===== src/rtl/ehr_pkg.sv =====
package ehr_pkg;
  typedef enum logic [0:0] {
    CHAIN_A = 1'b0,
    CHAIN_B = 1'b1
  } chain_e;

  // Winning chain at the edge: b takes precedence once it writes at all.
  function automatic chain_e pick_chain(input logic b_any);
    return b_any ? CHAIN_B : CHAIN_A;
  endfunction
endpackage


===== src/rtl/ehr_fwd_chain.sv =====
module ehr_fwd_chain #(
  parameter int unsigned NUM_PORTS = 3,
  parameter int unsigned DATA_W    = 32,
  localparam int unsigned BUS_W    = NUM_PORTS * DATA_W
) (
  input  logic              clk_i,
  input  logic              rst_ni,
  input  logic [DATA_W-1:0] base_i,
  input  logic [BUS_W-1:0]  wdata_i,
  input  logic [NUM_PORTS-1:0] wen_i,
  output logic [BUS_W-1:0]  rdata_o,
  output logic [DATA_W-1:0] final_o
);
  logic [DATA_W-1:0] stage [NUM_PORTS+1];

  assign stage[0] = base_i;

  for (genvar i = 0; i < NUM_PORTS; i++) begin : g_stage
    assign rdata_o[i*DATA_W +: DATA_W] = stage[i];
    assign stage[i+1] = wen_i[i] ? wdata_i[i*DATA_W +: DATA_W] : stage[i];
  end

  assign final_o = stage[NUM_PORTS];

  for (genvar i = 0; i + 1 < NUM_PORTS; i++) begin : g_chk
    p_fwd_r3: assert property (@(posedge clk_i) disable iff (!rst_ni)
      wen_i[i] |-> rdata_o[(i+1)*DATA_W +: DATA_W] == wdata_i[i*DATA_W +: DATA_W]);
    p_pass_r4: assert property (@(posedge clk_i) disable iff (!rst_ni)
      !wen_i[i] |-> rdata_o[(i+1)*DATA_W +: DATA_W] == rdata_o[i*DATA_W +: DATA_W]);
  end

  p_base_r2: assert property (@(posedge clk_i) disable iff (!rst_ni)
    rdata_o[DATA_W-1:0] == base_i);
endmodule


===== src/rtl/ehr_merge.sv =====
module ehr_merge
  import ehr_pkg::*;
#(
  parameter int unsigned NUM_PORTS = 3,
  parameter int unsigned DATA_W    = 32
) (
  input  logic [DATA_W-1:0]    a_final_i,
  input  logic [DATA_W-1:0]    b_final_i,
  input  logic [NUM_PORTS-1:0] b_wen_i,
  output logic [DATA_W-1:0]    next_o
);
  chain_e sel;

  always_comb begin
    sel    = pick_chain(|b_wen_i);
    next_o = (sel == CHAIN_B) ? b_final_i : a_final_i;
  end
endmodule


===== src/rtl/ehr_store.sv =====
module ehr_store #(
  parameter int unsigned DATA_W        = 32,
  parameter logic [DATA_W-1:0] INIT_VAL = '0
) (
  input  logic              clk_i,
  input  logic              rst_ni,
  input  logic              upd_i,
  input  logic [DATA_W-1:0] d_i,
  output logic [DATA_W-1:0] q_o
);
  always_ff @(posedge clk_i or negedge rst_ni) begin
    if (!rst_ni)    q_o <= INIT_VAL;
    else if (upd_i) q_o <= d_i;
  end

  p_hold_r6: assert property (@(posedge clk_i) disable iff (!rst_ni)
    !upd_i |=> $stable(q_o));
endmodule


===== src/rtl/ehr_split_reg.sv =====
module ehr_split_reg #(
  parameter int unsigned NUM_PORTS     = 3,
  parameter int unsigned DATA_W        = 32,
  parameter logic [DATA_W-1:0] INIT_VAL = '0,
  localparam int unsigned BUS_W        = NUM_PORTS * DATA_W,
  localparam int unsigned TOP_LO       = (NUM_PORTS - 1) * DATA_W
) (
  input  logic                 clk_i,
  input  logic                 rst_ni,
  input  logic [BUS_W-1:0]     a_wdata_i,
  input  logic [NUM_PORTS-1:0] a_wen_i,
  output logic [BUS_W-1:0]     a_rdata_o,
  input  logic [BUS_W-1:0]     b_wdata_i,
  input  logic [NUM_PORTS-1:0] b_wen_i,
  output logic [BUS_W-1:0]     b_rdata_o
);
  logic [DATA_W-1:0] q;
  logic [DATA_W-1:0] a_final;
  logic [DATA_W-1:0] b_final;
  logic [DATA_W-1:0] next_q;
  logic              upd;

  assign upd = (|a_wen_i) | (|b_wen_i);

  ehr_fwd_chain #(.NUM_PORTS(NUM_PORTS), .DATA_W(DATA_W)) u_chain_a (
    .clk_i  (clk_i),
    .rst_ni (rst_ni),
    .base_i (q),
    .wdata_i(a_wdata_i),
    .wen_i  (a_wen_i),
    .rdata_o(a_rdata_o),
    .final_o(a_final)
  );

  ehr_fwd_chain #(.NUM_PORTS(NUM_PORTS), .DATA_W(DATA_W)) u_chain_b (
    .clk_i  (clk_i),
    .rst_ni (rst_ni),
    .base_i (q),
    .wdata_i(b_wdata_i),
    .wen_i  (b_wen_i),
    .rdata_o(b_rdata_o),
    .final_o(b_final)
  );

  ehr_merge #(.NUM_PORTS(NUM_PORTS), .DATA_W(DATA_W)) u_merge (
    .a_final_i(a_final),
    .b_final_i(b_final),
    .b_wen_i  (b_wen_i),
    .next_o   (next_q)
  );

  ehr_store #(.DATA_W(DATA_W), .INIT_VAL(INIT_VAL)) u_store (
    .clk_i (clk_i),
    .rst_ni(rst_ni),
    .upd_i (upd),
    .d_i   (next_q),
    .q_o   (q)
  );

  p_share_r2: assert property (@(posedge clk_i) disable iff (!rst_ni)
    a_rdata_o[DATA_W-1:0] == b_rdata_o[DATA_W-1:0]);
  p_idle_hold_r6: assert property (@(posedge clk_i) disable iff (!rst_ni)
    !(|a_wen_i) && !(|b_wen_i) |=> $stable(a_rdata_o[DATA_W-1:0]));
  p_a_last_r5: assert property (@(posedge clk_i) disable iff (!rst_ni)
    a_wen_i[NUM_PORTS-1] && !(|b_wen_i) |=>
      a_rdata_o[DATA_W-1:0] == $past(a_wdata_i[TOP_LO +: DATA_W]));
  p_b_last_r8: assert property (@(posedge clk_i) disable iff (!rst_ni)
    b_wen_i[NUM_PORTS-1] |=>
      b_rdata_o[DATA_W-1:0] == $past(b_wdata_i[TOP_LO +: DATA_W]));
endmodule


===== config.mk =====
export PLATFORM = sky130hd
export DESIGN_NAME = ehr_split_reg
export DESIGN_NICKNAME = d
export VERILOG_FILES = /design/src/rtl/ehr_pkg.sv /design/src/rtl/ehr_fwd_chain.sv /design/src/rtl/ehr_merge.sv /design/src/rtl/ehr_store.sv /design/src/rtl/ehr_split_reg.sv
export SDC_FILE = /design/constraint.sdc
export NUM_CORES = 1
export LEC_CHECK = 0
export ABC_AREA = 1
export BUFFER_PORTS_ARGS = -buffer_cell sky130_fd_sc_hd__buf_2
export CAP_MARGIN = 0
export CORE_AREA = 2 2 152 154
export DETAILED_ROUTE_END_ITERATION = 12
export DIE_AREA = 0 0 154 156
export PLACE_DENSITY = 0.55
export SYNTH_ARGS = -nofsm -noshare
export SYNTH_HDL_FRONTEND = slang
export SYNTH_SLANG_ARGS = --single-unit

===== constraint.sdc =====
create_clock -name clk_i -period 1.62 [get_ports clk_i]
set_input_delay 0 -clock clk_i [delete_from_list [all_inputs] [get_ports clk_i]]
set_output_delay 0 -clock clk_i [all_outputs]
set_load 0.01 [all_outputs]

Word level (Yosys, flattened, before mapping)
Index checks and enable logic that the tools add are counted.
{"block": "op_classes", "n_mux": 8, "bitwise_logic": 1, "n_reduce_logical": 2}
{"operator": "$mux W32", "count": 7}
{"operator": "$reduce_or A3 Y1", "count": 2}
{"operator": "$mux W1", "count": 1}
{"operator": "$or A1 B1 Y1", "count": 1}
{"block": "word_totals", "reg_bits": 32, "inputBits": 200, "output_inout_bits": 192, "word_cells": 12}

Logic depth before layout (Yosys ltp)
{"block": "logic_depth", "depth_word": 4, "mapped_depth": 8, "ltp_nobuf": 6}

By module
Synthesis repeated with hierarchy kept, for this count alone.
{"block": "hier_totals", "cells_unflattened": 934, "area_unflattened_um2": 5515.3}
{"module": "ehr_fwd_chain", "instances": 2, "cells_per_inst": 343, "area_per_inst_um2": 1856.8, "seq_area_each_um2": 0.0}
{"module": "ehr_store", "instances": 1, "cells_per_inst": 136, "area_per_inst_um2": 1292.5, "seq_area_each_um2": 800.8}
{"module": "ehr_merge", "instances": 1, "cells_per_inst": 108, "area_per_inst_um2": 493.0, "seq_area_each_um2": 0.0}
{"module": "ehr_split_reg", "instances": 1, "cells_per_inst": 4, "area_per_inst_um2": 16.3, "seq_area_each_um2": 0.0}

Worst setup path before layout
OpenSTA, ideal clock, no wires.
{"block": "synth_path", "path_kind": "register to register", "start": "reg u_store.q_o[21]", "end": "reg u_store.q_o[21]", "setup_time_ps": 116, "t_arrival_ps": 777, "t_required_ps": 1504, "path_slack_ps": 726, "path_stages_with_launch": 7, "path_buffers": 0, "period_less_slack_ps": 894, "cell_sequence": "dfrtp_1 -> inv_1 -> nand2_1 -> nand3_1 -> nand3_1 -> nand2_1 -> nand2_1"}
{"block": "synth_via", "elab_chain_len": 4, "elab_cells_between_ends": 7, "classes_between": "mux (7)"}
{"item": "from (decl)", "line_no": "ehr_store.sv:9", "source": "output logic [DATA_W-1:0] q_o"}
{"item": "from (signal assigned)", "line_no": "ehr_store.sv:13", "source": "else if (upd_i) q_o <= d_i;"}
{"item": "$mux W32 (3 in series)", "line_no": "ehr_fwd_chain.sv:20", "source": "assign stage[i+1] = wen_i[i] ? wdata_i[i*DATA_W +: DATA_W] : stage[i];"}
{"item": "$mux W32 (*)", "line_no": "ehr_merge.sv:16", "source": "next_o = (sel == CHAIN_B) ? b_final_i : a_final_i;"}
Mark *: on every way between the ends. The rest lies on a longest branch, timed or not.
A chain may end at the register's enable or synchronous reset.

Final worst setup path
{"block": "layout_path", "start": "reg u_store.q_o[31]", "end": "reg u_store.q_o[31]"}
Same word-level chain as after synthesis.

==> metrics.csv <==
metric,value,unit
outcome,finished clean,
largest_reg_flops,32,
area_growth,46.4,%
placed_cell_area,6630,µm²
grt_usage,18.5,%
cts_resized,0,
rsz0062_at_grt,no,
crit_chain,inv_1 -> nand2_1 -> nand3_1 -> nand3_1 -> nand2_1 -> nand2_1,
grt_overflow,0,
critPathTopFamily,simple AND/OR/NAND/NOR gates,
portBuffers,391,
fin_nets,1460,
top_register,u_store.q_o,
cts_buffer_depth,2,
timing.slew.headroom,61.7,%
setup.worst_path.start_class,flip-flop,
syn_nets,1118,
core_area,22400,µm²
synth_area,4660,µm²
fin_crit,1.35,ns
powerDensity,600,nW/µm²
dr_total_vias,6734,
grt_pass1_wl,34400,µm
slew_violations,0,
worstMarginPinSlew,0.575,ns
viasPerCell,4.36,
cts.clk_slew.worst_paths,0.06,ns
slowest_delay,0.43,ns
wl_per_cell,15.1,µm
synthCells,918,
cts_tree,built,
met3WireLength,1880,µm
cp_common_cell,nand2_1,
drive_gt1_share,33.3,%
drt-met1-wl,9630,µm
yosysTopAreaCell,nand2_1,
wl,23300,µm
fin_hold_ws,0.0110,ns
power,0.00409,W
gp_congestion,0.891,
synthTopCellsByArea,"nand2_1, dfrtp_1, nand3_1",
tns,0,ns
highest_layer,met4,
worstPathArrival,1.54,ns
yosys.cell_types.count,13,
drcViolationCount,0,
wl_met2,11400,µm
clk_latency,0.29,ns
grt_max_degree,65,
finalCritPeriodShare,83.5,%
die_x,154,µm
ys.warnings.count,0,
start_util,20.8,%
criticalPathCategory,flip-flop to flip-flop,
syn_avg_cell_area,5.07,µm²
top_regs,u_store.q_o (32),
num_rows,55,
antenna_found_initial,0,
max_freq,739,MHz
power_leakage,4.68,nW
cts_root_buf,clkbuf_16,
io_pins,392,
skew,0,ns
cp_max_fo,3,
drt_iter0_markers,493,
hold_path_class,primary input to flip-flop,
required,1.80,ns
final_cell_area,6820,µm²
clock_sinks,32,
ys_ff_latch,32,
critPathCaptureType,flip-flop,
yosysTopAreaCellShare,33.5,%
critPathSlowestCell,dfrtp_1,
dp_hpwl,18400,µm
ant_nets,0,
postCtsSetupBuffers,0,
ir_drop,288,µV
grt_pass1_vias,6319,
die_y,156,µm
die_area,24000,µm²
finalSetupViolCount,0,
path_buf_inv,1,
dr.pass1.iters,5,
numCtsBuffers,5,
yosysSeqAreaShare,17.2,%
cap_violations,0,
diodes,0,
htreeDepth,2,
hold_violations,0,
[metal layers]
layer	vias to the layer above	GRT usage (%)
li1	3367	-
met1	2988	22.6
met2	351	33.4
met3	28	3.14
met4	0	5.30
met5	-	0
[layout make-up]
class,instances,area [µm²]
Fill cell,2656,15500
Multi-Input combinational cell,641,2700
Timing Repair Buffer,414,2210
Sequential cell,32,801
Inverter,166,628
Tap cell,285,357
Clock buffer,5,125
[worst register-to-register path, delay by kind of cell (launching register included)]
family / cells / cell delay (ns)
buf+inv: 1 / 0.17
simple gates: 5 / 0.65
flops: 1 / 0.43
[cell usage in the layout (no fill, tap or decap), types with 6 or more instances in the layout]
cell type	count
nand2_1	416
buf_2	391
inv_1	161
nand3_1	128
nor2_1	64
o21a_1	32
dfrtp_1	32
buf_4	12
dlygate4sd3_1	6
[through the flow]
stage,worst slack [ns],instances,util (%)
2_1_floorplan,0.726,918,-
3_3_place_gp,0.163,1532,29.7
3_5_place_dp,0.134,1532,29.7
5_1_grt,0.143,1543,30.5
4_1_cts,0.211,1543,30.5
6_report,0.267,1543,30.5
[power by group]
part	leakage [nW]	internal [W]	total (W)	switching [W]
clock	0.0616	0.000545	0.000935	0.000390
combinational	4.25	0.000871	0.00217	0.00130
sequential	0.370	0.000890	0.000980	0.0000900
[worst paths after layout]
path                                  from              end  slack [ns]  depth (start not counted)
max                        u_store.q_o[31]  u_store.q_o[31]        0.27                          6
min                          b_wdata_i[65]   u_store.q_o[1]        0.01                          4
max reg2reg                u_store.q_o[31]  u_store.q_o[31]        0.27                          6
min reg2reg                u_store.q_o[24]  u_store.q_o[24]        0.79                          6
max in group asynchronous           rst_ni  u_store.q_o[21]        0.70                          3
min in group asynchronous           rst_ni  u_store.q_o[16]        0.25                          2
[cells in the mapped netlist (all sizes together)]
cell type / number
buf: 72
clkbuf: 7
dfrtp: 32
inv: 166
nand2: 416
nand3: 129
nor2: 64
o21a: 32
[cell families after synthesis]
| kind of cell | Yosys count | synth area share, % |
|---|---|---|
| AND/OR/NAND/NOR | 609 | 52.8 |
| buffers and inverters | 245 | 24.8 |
| flip-flops | 32 | 17.2 |
| AO/OA/AOI/OAI | 32 | 5.16 |
[repair_timing]
action / 4_1_cts / 5_1_grt
hold buffers: 6 / 0
hold endpoints to repair: 22 / 0
setup endpoints to repair: 0 / 0
No activity file was read; power rests on OpenSTA's default activity.
